===== src/rtl/dmag_pkg.sv =====
package dmag_pkg;

  typedef enum logic [1:0] {
    UNIT_W32  = 2'd0,
    UNIT_B8   = 2'd1,
    UNIT_H16  = 2'd2,
    UNIT_RSVD = 2'd3
  } unit_code_e;

  // Bytes per beat for a unit code; the reserved code steps by nothing.
  function automatic logic [2:0] unit_bytes(input logic [1:0] code);
    case (code)
      UNIT_W32: return 3'd4;
      UNIT_B8:  return 3'd1;
      UNIT_H16: return 3'd2;
      default:  return 3'd0;
    endcase
  endfunction

endpackage


===== src/rtl/dmag_step.sv =====
module dmag_step
  import dmag_pkg::*;
#(
  parameter int AW   = 32,
  parameter int MW   = 4,
  parameter int MINL = 4
) (
  input  logic [AW-1:0] cur,
  input  logic [1:0]    size,
  input  logic          inc_en,
  input  logic          auto_align,
  input  logic [MW-1:0] mod,
  output logic [AW-1:0] nxt,
  output logic          bad_size
);

  logic [AW-1:0] step;
  logic [AW-1:0] sum;
  logic [AW-1:0] low_mask;

  always_comb begin
    bad_size = (size == UNIT_RSVD);
    step     = '0;
    if ((inc_en || auto_align) && !bad_size) begin
      step = AW'(unit_bytes(size));
    end
    sum      = cur + step;
    low_mask = (AW'(1) << (int'(mod) + MINL - 1)) - AW'(1);
    if (mod == '0) begin
      nxt = sum;
    end else begin
      nxt = (cur & ~low_mask) | (sum & low_mask);
    end
  end

endmodule


===== src/rtl/dmag_lane.sv =====
module dmag_lane
  import dmag_pkg::*;
#(
  parameter int AW   = 32,
  parameter int MW   = 4,
  parameter int MINL = 4
) (
  input  logic          clk,
  input  logic          rst_n,
  input  logic          load,
  input  logic [AW-1:0] start,
  input  logic          advance,
  input  logic [1:0]    size,
  input  logic          inc_en,
  input  logic          auto_align,
  input  logic [MW-1:0] mod,
  output logic [AW-1:0] addr,
  output logic          bad_size
);

  logic [AW-1:0] addr_q;
  logic [AW-1:0] addr_d;
  logic [AW-1:0] stepped;
  logic          addr_en;

  dmag_step #(.AW(AW), .MW(MW), .MINL(MINL)) u_step (
    .cur        (addr_q),
    .size       (size),
    .inc_en     (inc_en),
    .auto_align (auto_align),
    .mod        (mod),
    .nxt        (stepped),
    .bad_size   (bad_size)
  );

  always_comb begin
    addr_en = load || advance;
    addr_d  = load ? start : stepped;
  end

  always_ff @(posedge clk or negedge rst_n) begin
    if (!rst_n) begin
      addr_q <= '0;
    end else if (addr_en) begin
      addr_q <= addr_d;
    end
  end

  assign addr = addr_q;

  // Bits at and above the window boundary; zero when wrapping is off.
  function automatic logic [AW-1:0] upper_mask(input logic [MW-1:0] m);
    if (m == '0) return '0;
    return ~((AW'(1) << (int'(m) + MINL - 1)) - AW'(1));
  endfunction

  AST_LOAD_WINS: assert property (@(posedge clk) disable iff (!rst_n)
    load |=> addr == $past(start));

  AST_IDLE_HOLD: assert property (@(posedge clk) disable iff (!rst_n)
    (!load && !advance) |=> $stable(addr));

  AST_NO_INC_HOLD: assert property (@(posedge clk) disable iff (!rst_n)
    (!load && advance && !inc_en && !auto_align) |=> $stable(addr));

  AST_RSVD_HOLD: assert property (@(posedge clk) disable iff (!rst_n)
    (!load && advance && size == UNIT_RSVD) |=> $stable(addr));

  AST_UPPER_KEPT: assert property (@(posedge clk) disable iff (!rst_n)
    (!load && advance && mod != '0) |=>
      ((addr & upper_mask($past(mod))) == ($past(addr) & upper_mask($past(mod)))));

endmodule


===== src/rtl/dma_mod_addr_gen.sv =====
module dma_mod_addr_gen #(
  parameter int AW   = 32,
  parameter int MW   = 4,
  parameter int MINL = 4
) (
  input  logic          clk,
  input  logic          rst_n,
  input  logic          load,
  input  logic [AW-1:0] src_start,
  input  logic [AW-1:0] dst_start,
  input  logic          advance,
  input  logic [1:0]    src_size,
  input  logic [1:0]    dst_size,
  input  logic          src_inc,
  input  logic          dst_inc,
  input  logic [MW-1:0] src_mod,
  input  logic [MW-1:0] dst_mod,
  input  logic          auto_align,
  output logic [AW-1:0] src_addr,
  output logic [AW-1:0] dst_addr,
  output logic          cfg_err
);

  localparam int NSIDE = 2;

  logic [AW-1:0] side_start [NSIDE];
  logic [AW-1:0] side_addr  [NSIDE];
  logic [1:0]    side_size  [NSIDE];
  logic          side_inc   [NSIDE];
  logic [MW-1:0] side_mod   [NSIDE];
  logic          side_bad   [NSIDE];

  always_comb begin
    side_start[0] = src_start;  side_start[1] = dst_start;
    side_size[0]  = src_size;   side_size[1]  = dst_size;
    side_inc[0]   = src_inc;    side_inc[1]   = dst_inc;
    side_mod[0]   = src_mod;    side_mod[1]   = dst_mod;
  end

  for (genvar g = 0; g < NSIDE; g++) begin : g_side
    dmag_lane #(.AW(AW), .MW(MW), .MINL(MINL)) u_lane (
      .clk        (clk),
      .rst_n      (rst_n),
      .load       (load),
      .start      (side_start[g]),
      .advance    (advance),
      .size       (side_size[g]),
      .inc_en     (side_inc[g]),
      .auto_align (auto_align),
      .mod        (side_mod[g]),
      .addr       (side_addr[g]),
      .bad_size   (side_bad[g])
    );
  end

  assign src_addr = side_addr[0];
  assign dst_addr = side_addr[1];
  assign cfg_err  = side_bad[0] || side_bad[1];

  AST_RESET_ZERO: assert property (@(posedge clk)
    !rst_n |-> (src_addr == '0 && dst_addr == '0));

endmodule


===== config.mk =====
export PLATFORM = sky130hd
export DESIGN_NAME = dma_mod_addr_gen
export DESIGN_NICKNAME = d
export VERILOG_FILES = /design/src/rtl/dmag_pkg.sv /design/src/rtl/dmag_step.sv /design/src/rtl/dmag_lane.sv /design/src/rtl/dma_mod_addr_gen.sv
export SDC_FILE = /design/constraint.sdc
export NUM_CORES = 1
export LEC_CHECK = 0
export BUFFER_PORTS_ARGS = -buffer_cell sky130_fd_sc_hd__buf_2
export CORE_MARGIN = 4
export CORE_UTILIZATION = 50
export CTS_CLUSTER_SIZE = 14
export DETAILED_ROUTE_END_ITERATION = 10
export PLACE_DENSITY = 0.82
export REMOVE_ABC_BUFFERS = 1
export SKIP_LAST_GASP = 1
export SLEW_MARGIN = 20
export SYNTH_ARGS = -nofsm -noshare
export SYNTH_HDL_FRONTEND = slang
export SYNTH_SLANG_ARGS = --single-unit

===== constraint.sdc =====
create_clock -name clk -period 3 [get_ports clk]
set_clock_uncertainty 0.05 [all_clocks]
set_input_delay 0.15 -clock clk [delete_from_list [all_inputs] [get_ports clk]]
set_output_delay 0.15 -clock clk [all_outputs]
set_load 0.02 [all_outputs]

==> results of run 1 <==
[worst paths after layout]
kind                            slack, ps   endpoint
worst max-delay path                  620   register
worst min-delay path                 -0.9   register
worst max register to register        620   register
worst min register to register        550   register
max in group asynchronous            1590  async pin
min in group asynchronous             360  async pin
[cells by family after synthesis]
family	share of synthesized area (%)
compound gates	14.97
xor+xnor	11.29
fa+ha+maj	3.010
buf+inv	5.052
flops	34.40
mux	4.246
other cells	0.08055
simple gates	26.96
[per-layer routing]
metal	up-vias	routed length, microns
li1	2293	-
met1	2191	5639
met2	209	6648
met3	22	988
met4	0	180
met5	-	0
[cells in the mapped netlist, drive strengths merged (2+ instances only)]
master and n:
a211oi 6, nand4b 3, mux2 14, and2 4
nand2 62, clkbuf 24, nand3b 2, o311ai 3
nor2b 2, inv 9, dlygate4sd1 2, nor3b 5
o2111ai 3, a31oi 3, and4 10, or4 3
o211ai 7, or3b 3, fa 2, a21oi 15
nor4 19, xor2 16, a2111oi 3, dfrtp 64
a21o 5, ha 8, o21ai 57, buf 10
o31ai 3, nand3 16, o41ai 3, and3 8
nor2 21, nor3 26, mux2i 4, or2 2
xnor2 44, nand4 20
[layout make-up]
cell class / count / area, sq um / share of cell area, %
Clock inverter: 7 / 95.09 / 1.541
Clock buffer: 9 / 123.9 / 2.007
Sequential cell: 64 / 1602 / 25.95
Multi-Input combinational cell: 416 / 2830 / 45.86
Inverter: 9 / 33.78 / 0.5474
Tap cell: 108 / 135.1 / 2.190
Timing Repair Buffer: 210 / 1351 / 21.90
[worst reg2reg max path, stage by stage, from the launching register on]
cell                      delay [ps]
sky130_fd_sc_hd__dfrtp_1         450
sky130_fd_sc_hd__ha_1            380
sky130_fd_sc_hd__a21oi_1         140
sky130_fd_sc_hd__or3b_1          490
sky130_fd_sc_hd__nor4_1          370
sky130_fd_sc_hd__xor2_1          110
sky130_fd_sc_hd__mux2_2          280
[report_power, final]
part / internal [mW] / switching (mW) / total, mW / leakage [nW]
Sequential: 0.945 / 0.110 / 1.06 / 0.766
Clock: 0.469 / 0.371 / 0.840 / 0.110
Combinational: 0.294 / 0.384 / 0.678 / 1.74
[stage by stage]
step	utilization (%)	hold WS (ps)	instance area (sq um)
floorplan	-	-195.6	4466
global placement	60.53	196.2	5381
detailed placement	60.53	213.5	5381
CTS	69.41	0.6947	6171
global route	69.41	1.884	6171
finish	69.41	-0.9180	6171
[what timing repair did]
item                                   4_1_cts  5_1_grt
setup buffers                                0        0
hold buffers                                57        0
endpoints found under the hold margin       86        0
==> run metrics, run 1 <==
run status=finished, violations left; violated checks=negative hold slack; H-tree lvl count=3; startpoint types=register; min-delay src=dst_start[16]; DRC violations left=0; total of buffers placed on input and output ports=around 150; cell area after synthesis=between 4000 and 5000 sq um; post-layout net count=about 800; Syn. warnings=0; insertion delay of the later-clocked pin in the worst-skew pair=~350 ps; leakage power=around 2.6 nW; critical path required time=approximately 3200 ps; number of max-cap violations=0; GRT Util Overall=around a quarter; cells along the critical path=ha_1, a21oi_1, or3b_1, nor4_1, xor2_1, mux2_2; critical-path cell with the highest stage delay=sky130_fd_sc_hd__or3b_1; number of primary I/O pins=between 100 and 150; Fillers=approximately 660; via count=roughly 4700; cell class contributing the biggest share of worst-path delay=simple AND/OR/NAND/NOR gates; most used cells in the layout excluding fill and tap cells=147 x sky130_fd_sc_hd__buf_2, 64 x sky130_fd_sc_hd__dfrtp_1, 62 x sky130_fd_sc_hd__nand2_1; fraction of synthesis flops using an asynchronous set or reset pin=100.0%; instance count of the mapped netlist=roughly 520; Worst Path Max Fanout=6; worst setup slack before clock tree synthesis=482.9 ps; die area=10920 sq um; floorplan die width=~100 microns; antenna violations before repair=0; number of instances resized during post-cts repair=0; final-layout worst hold slack=-0.9180 ps; met1 demand-to-capacity share in global routing=between 30% and 40%; peak supply drop=between 0.3 and 0.4 mV; number of cell rows=34; clock tree from TritonCTS=built; worst path buffer plus inverter count=0; Post-Route Setup TNS=0 ps; Hold Path Cell Cnt=3; post-synthesis sequential element count=between 60 and 70; instance count after placement with tap cells included=between 700 and 800; total clock sinks=64; startpoint-to-endpoint class of the critical path=reg2reg; Critical Path End Type=register; sequential-to-total area share from yosys stat=between 30 and 40%; most used flip-flop cell after synthesis=sky130_fd_sc_hd__dfrtp_1; leading cell types by total area after synthesis=sky130_fd_sc_hd__dfrtp_1 34%, sky130_fd_sc_hd__xnor2_1 8.3%, sky130_fd_sc_hd__nand2_1 5.0%, sky130_fd_sc_hd__o21ai_1 4.0%, sky130_fd_sc_hd__mux2_2 3.4%; fraction of synthesized cell area taken by the top area cell type=about 34%; die height=between 100 and 150 microns; final number of max-transition violations=0; Worst EP arrival=about 2600 ps; power density normalized to cell area=around 420 nW/um^2; number of synthesized flops with an enable pin=0; max_slew headroom=a little under half; total global routing overflow=0; number of distinct library cell variants in the gate-level netlist after synthesis=68; CTS Root Cell=sky130_fd_sc_hd__clkbuf_8; Longest Clk Path Bufs=2; Routed Antenna Nets=0; library cell occupying the most area in the post-synthesis netlist=sky130_fd_sc_hd__dfrtp_1; gp weighted congestion=0.8715; PnR worst setup slack=between 600 and 700 ps; slew of the pin with the lowest slew margin=roughly 790 ps; GR met2 Demand/Resource=42.30%; RSZ-0062 raised after global routing=no; hold crit path type=in2reg; peak-usage layer in the global routing report=met2; GR Layer Usage met3=under 10%; FF-to-FF path depth=6; WL per Instance=16.35 microns; half-perimeter wire length of the detailed placement result=around 9.4 mm; TritonCTS buffer count=9; detailed-route wire length=around 13 mm; final setup violation count=0; drt pass-1 iters=4; most frequent standard cell in the layout excluding fill and tap cells=sky130_fd_sc_hd__buf_2; sum of internal, switching and leakage power=~2.6 mW; endpoints failing hold=1; starting density of the core=~52%; share of final-layout standard cells stronger than drive strength 1=roughly 30%; synthesis-to-layout area growth=32.55%; Max Clock Freq=about 0.42 GHz; first-pass GRT wire length=22.79 mm; Reg clk slew, reported paths=roughly 80 ps; count of non-filler cells in the finished layout=a little over 800; area of the placeable core=about 8900 sq um; drt first-iter violations=204; Avg Synthesized Cell Area=a little under 9 sq um; largest net degree at the start of global routing=46; period utilisation layout=79.45%; vias in the first global route=around 4700; Via-to-Cell Ratio=approximately 5.7; Ant. Diodes=0; stages on the worst setup path=6; final critical delay including setup and external delays=roughly 2400 ps; slowest stage delay, CP=between 400 and 500 ps
Note: power is estimated with default switching activity, not from simulation.
==> inputs of run 2 (changes only) <==
- CORE_UTILIZATION: 50 -> 47
- PLACE_DENSITY: 0.82 -> 0.81
- clock period: 3 -> 2 ns (I/O delays scaled with it)
==> run 2 against run 1 <==
Net effect: the run ends with negative setup slack left; cell area grew 18%; worst setup slack lost 750 ps; sequential power is 47% higher; critical path depth up 1; count of clock-buffer cells in the layout is 2 higher; highest routed layer unchanged.
==> run metrics, run 2 (same netlist as run 1, synthesis figures left out) <==
Reg clk slew, reported paths=~70 ps; CTS Root Cell=sky130_fd_sc_hd__clkbuf_8; Worst R2R Setup Slack=-130 ps; drt pass-1 iters=4; most used cells in the layout excluding fill and tap cells=147 x sky130_fd_sc_hd__buf_2, 73 x sky130_fd_sc_hd__buf_4, 64 x sky130_fd_sc_hd__dfrtp_1, 64 x sky130_fd_sc_hd__dlygate4sd3_1, 62 x sky130_fd_sc_hd__nand2_1; total global routing overflow=0; Post-Route Setup TNS=-1697 ps; violated checks=negative setup slack; area of the placeable core=slightly below 10000 sq um; share of final-layout standard cells stronger than drive strength 1=41.11%; half-perimeter wire length of the detailed placement result=between 10 and 15 mm; critical-path cell with the highest stage delay=sky130_fd_sc_hd__dfrtp_1; number of cell rows=36; final setup violation count=31; final critical delay including setup and external delays=around 2100 ps; RSZ-0062 raised after global routing=yes; stages on the worst setup path=7; cells along the critical path=ha_4, fa_2, a21oi_4, or3b_4, nor4_4, xor2_1, mux2_2; most frequent standard cell in the layout excluding fill and tap cells=sky130_fd_sc_hd__buf_2; worst setup slack before clock tree synthesis=-510.8 ps; run status=finished, violations left; Reg power frac=roughly two fifths; Ant. Diodes=0; FF-to-FF path depth=7; peak supply drop=approximately 0.35 mV; total clock sinks=64; die area=11560 sq um; period utilisation layout=106.6%; Routed Antenna Nets=0; endpoints failing hold=0; slowest stage delay, CP=approximately 420 ps; placement-stage cell area=between 5000 and 6000 sq um; drt first-iter violations=roughly 270; max_slew headroom=~56%; Via-to-Cell Ratio=~5.6; Worst EP arrival=around 2300 ps; final-layout worst hold slack=roughly 4.8 ps; TritonCTS buffer count=9; gp weighted congestion=around 0.9; first-pass GRT wire length=roughly 26 mm; register area=about 1600 sq um; Max Clock Freq=0.4691 GHz; Longest Clk Path Bufs=2; Hold Path Cell Cnt=3; H-tree lvl count=3; floorplan die width=about 110 microns; fin area=a little over 7000 sq um; synthesis-to-layout area growth=56.06%; leakage power=around 3.2 nW; sum of internal, switching and leakage power=4.038 mW; DRC violations left=0; die height=107.5 microns; min-delay src=src_start[31]; starting density of the core=a little under half; final number of max-transition violations=0; clock group share of total power=about 28%; PnR worst setup slack=-131.9 ps; GR met2 Demand/Resource=~50%; number of primary I/O pins=148; met1 demand-to-capacity share in global routing=about 33%; via count=between 5000 and 6000; largest net degree at the start of global routing=between 60 and 70; count of non-filler cells in the finished layout=926; antenna violations before repair=0; Net Sw Frac=between 30% and 40%; GRT Util Overall=between 20% and 30%; Worst Path Max Fanout=6; proportion of power drawn by combinational gates=32.8%; Fillers=between 600 and 700; Critical Path End Type=register; footprint of the multi-input gates=3281 sq um; total of buffers placed on input and output ports=roughly 150; post-layout net count=883; instance count after placement with tap cells included=slightly above 800; cell class contributing the biggest share of worst-path delay=adder cells; startpoint types=register; switching power=around 1.4 mW; worst path buffer plus inverter count=0; peak-usage layer in the global routing report=met2; clock tree from TritonCTS=built; GR Layer Usage met3=5.159%; slew of the pin with the lowest slew margin=about 670 ps; power density normalized to cell area=between 500 and 600 nW/um^2; WL per Instance=around 18 microns; insertion delay of the later-clocked pin in the worst-skew pair=roughly 340 ps; vias in the first global route=5369; detailed-route wire length=16.60 mm; hold crit path type=in2reg; post-layout utilization of the core=about 75%; number of max-cap violations=0; startpoint-to-endpoint class of the critical path=reg2reg; critical path required time=about 2200 ps; cell-internal power=roughly 2.7 mW
==> run 2: changes by cell type in the layout (fill, tap and decap cells not counted), moves of 3 or more <==
cell                            before  now
sky130_fd_sc_hd__buf_4               6   73
sky130_fd_sc_hd__buf_6               0    4
sky130_fd_sc_hd__dlygate4sd3_1      57   64
sky130_fd_sc_hd__ha_1                8    3
sky130_fd_sc_hd__ha_4                0    5
sky130_fd_sc_hd__nor3_1             19   15
sky130_fd_sc_hd__nor3_2              7   10
sky130_fd_sc_hd__nor4_1             12    1
sky130_fd_sc_hd__nor4_4              2   14
==> run 2: worst max path at each step <==
| stage | start | endpoint | slack, ps |
|---|---|---|---|
| after detailed placement | auto_align | register | -510 |
| after CTS | register | register | -80 |
| final | register | register | -130 |
| after floorplan | register | register | -270 |
| after global placement | auto_align | register | -350 |
| after global routing | register | register | -190 |
==> run 2: layout make-up <==
cell class | instances | share of cell area [%]
multi-input cells | 417 | 45.15
repair buffers | 289 | 27.38
flip-flops and latches | 64 | 22.04
well taps | 133 | 2.290
clock buffers | 11 | 2.084
clock inverters | 3 | 0.5855
inverters | 9 | 0.4650
==> run 2: power groups by stage <==
stage / clock [mW] / combinational (mW) / sequential (mW)
floorplan: 0 / 0.372 / 1.73
global route: 1.22 / 1.43 / 1.58
global placement: 0 / 1.06 / 1.56
CTS: 1.17 / 1.23 / 1.55
finish: 1.15 / 1.32 / 1.56
detailed placement: 0 / 1.08 / 1.57
==> run 2: timing repair <==
action	CTS	global route
pin swaps	11	26
hold buffers	64	0
hold endpoints to repair	84	0
endpoints found under the setup margin	36	43
resized for setup	31	43
setup buffers	7	10
gates cloned	0	1
==> run 2: tightest hold or removal path, stage by stage <==
cell and delay, ps:
sky130_fd_sc_hd__buf_2 100, sky130_fd_sc_hd__nor2_1 100, sky130_fd_sc_hd__a31oi_1 60
==> run 2: layer usage <==
metal,part of all wire [%],vias to the layer above
met2,52,247
met4,3.2,0
met1,38,2457
met5,0,-
met3,6.8,47
li1,-,2452
==> inputs of run 3 (changes only) <==
- CORE_UTILIZATION: 47 -> 45
- HOLD_SLACK_MARGIN: unset -> 0.08
- PLACE_DENSITY: 0.81 -> 0.78
==> run 3 against run 2 <==
Net effect: the flow still finishes with violations (negative setup slack); register-to-register slack improved by 100 ps; maximum frequency increased by 5.1%; largest power group unchanged; global-route usage decreased by 3.2 points; worst setup slack improved by 100 ps; sequential share of layout area increased by 0.20 points; routed wire length decreased by 6.1%; via count decreased by 0.62%; cell count increased by 0.32%.
==> run metrics, run 3 (same netlist as run 1, synthesis figures left out) <==
run status=finished, violations left; violated checks=negative setup slack; detailed-route wire length=around 16 mm; leakage power=approximately 3.2 nW; number of cell rows=36; fin area=between 7000 and 8000 sq um; number of max-cap violations=0; met1 WL=around 6.3 mm; clock tree from TritonCTS=built; Worst Path Max Fanout=3; Via-to-Cell Ratio=between 5 and 6; hold crit path type=in2reg; DRC violations left=0; max_slew headroom=~59%; GRT Util Overall=24.67%; via count=just over 5000; drt first-iter violations=259; Hold Path Cell Cnt=4; Post-Route Setup TNS=-81.27 ps; TritonCTS buffer count=9; Ant. Diodes=0; critical path required time=2200 ps; first-pass GRT wire length=about 23 mm; FF-to-FF path depth=8; most used cells in the layout excluding fill and tap cells=147 x sky130_fd_sc_hd__buf_2, 73 x sky130_fd_sc_hd__buf_4, 65 x sky130_fd_sc_hd__dlygate4sd3_1; proportion of power drawn by combinational gates=approximately a third; total of buffers placed on input and output ports=around 150; die area=12040 sq um; largest net degree at the start of global routing=65; H-tree lvl count=3; clock group share of total power=between 20% and 30%; CTS Root Cell=sky130_fd_sc_hd__clkbuf_8; synthesis-to-layout area growth=54.77%; most frequent standard cell in the layout excluding fill and tap cells=sky130_fd_sc_hd__buf_2; worst setup slack before clock tree synthesis=-429.8 ps; post-layout net count=slightly below 900; power density normalized to cell area=between 500 and 600 nW/um^2; die height=between 100 and 150 microns; sum of internal, switching and leakage power=3.960 mW; area of the placeable core=9910 sq um; total clock sinks=64; peak supply drop=0.3571 mV; Longest Clk Path Bufs=2; Critical Path End Type=register; startpoint-to-endpoint class of the critical path=reg2reg; drt pass-1 iters=6; antenna violations before repair=0; vias in the first global route=between 4000 and 5000; wire length on met2=between 8 and 9 mm; half-perimeter wire length of the detailed placement result=approximately 10 mm; Max Clock Freq=0.4930 GHz; cell-internal power=2.603 mW; WL per Instance=16.78 microns; total global routing overflow=0; Net Sw Frac=approximately a third; final setup violation count=6; post-layout utilization of the core=between 70 and 80%; final number of max-transition violations=0; Fillers=about 690; Reg clk slew, reported paths=80 ps; floorplan die width=between 100 and 150 microns; PnR worst setup slack=-28.36 ps; starting density of the core=between 40 and 50%; Routed Antenna Nets=0; startpoint types=register; Max Used Layer=met4; period utilisation layout=101.4%; share of final-layout standard cells stronger than drive strength 1=40.20%; slew of the pin with the lowest slew margin=slightly above 600 ps; final critical delay including setup and external delays=between 2000 and 2500 ps; Worst EP arrival=~2200 ps; switching power=~1.4 mW; RSZ-0062 raised after global routing=yes; gp weighted congestion=between 0.8 and 0.9; Reg power frac=around two fifths; number of primary I/O pins=148; endpoints failing hold=0; amount of wire on met3 after detailed routing=1.097 mm; placement-stage cell area=5891 sq um; insertion delay of the later-clocked pin in the worst-skew pair=about 360 ps
==> run 3: changes by cell type in the layout (fill, tap and decap cells not counted), moves of 3 or more <==
cell                       delta
sky130_fd_sc_hd__clkbuf_1     +4
sky130_fd_sc_hd__nor3_2       -5
sky130_fd_sc_hd__nor3_4       +5
sky130_fd_sc_hd__nor4_4       -3
==> run 3: final cells by class <==
class	count	area [sq um]	area share, %
tap	133	166.4	2.309
clock buffer	13	138.9	1.927
sequential	64	1603	22.24
clock inverter	3	42.54	0.5904
timing repair buffer	291	2014	27.96
inverter	9	33.78	0.4688
multi-input combinational	416	3207	44.50
==> run 3: critical path: stages, from the launching register on <==
cell and delay, ps:
sky130_fd_sc_hd__dfrtp_1 390, sky130_fd_sc_hd__ha_2 200, sky130_fd_sc_hd__fa_2 350, sky130_fd_sc_hd__a21oi_2 150, sky130_fd_sc_hd__buf_4 170, sky130_fd_sc_hd__nand2b_4 130
sky130_fd_sc_hd__a211oi_2 40, sky130_fd_sc_hd__xor2_1 170, sky130_fd_sc_hd__mux2_4 260
==> run 3: power groups by stage <==
stage	clock network (mW)	registers (mW)	logic [mW]
3_3_place_gp	0	1.56	1.08
2_1_floorplan	0	1.73	0.372
6_report	1.10	1.55	1.31
4_1_cts	1.12	1.54	1.24
5_1_grt	1.18	1.57	1.42
3_5_place_dp	0	1.56	1.10
==> run 3: per-layer routing <==
metal | up-vias | track usage, %
li1 | 2444 | -
met1 | 2487 | 30.06
met2 | 218 | 43.46
met3 | 22 | 5.226
met4 | 0 | 7.747
met5 | - | 0
==> run 3: path summary, 6_finish.rpt <==
kind                               start         to  slack, ps
worst min register to register  register   register        520
min in group asynchronous          rst_n  async pin        220
worst min-delay path                load   register        200
worst max register to register  register   register        -30
max in group asynchronous          rst_n  async pin        940
worst max-delay path            register   register        -30
==> run 3: timing repair <==
action                     4_1_cts  5_1_grt
pin swaps                       19       32
setup endpoints to repair       29       45
setup buffers                    8        5
gates resized for setup         26       45
hold buffers                    65        0
hold endpoints to repair        87        0
==> run 3: metrics by stage <==
step | hold WS (ps) | instances
after global placement | 71.35 | 837
after detailed placement | 73.16 | 837
after CTS | 182.8 | 924
after global routing | 214.0 | 929
final | 203.0 | 929
after floorplan | -245.6 | 489
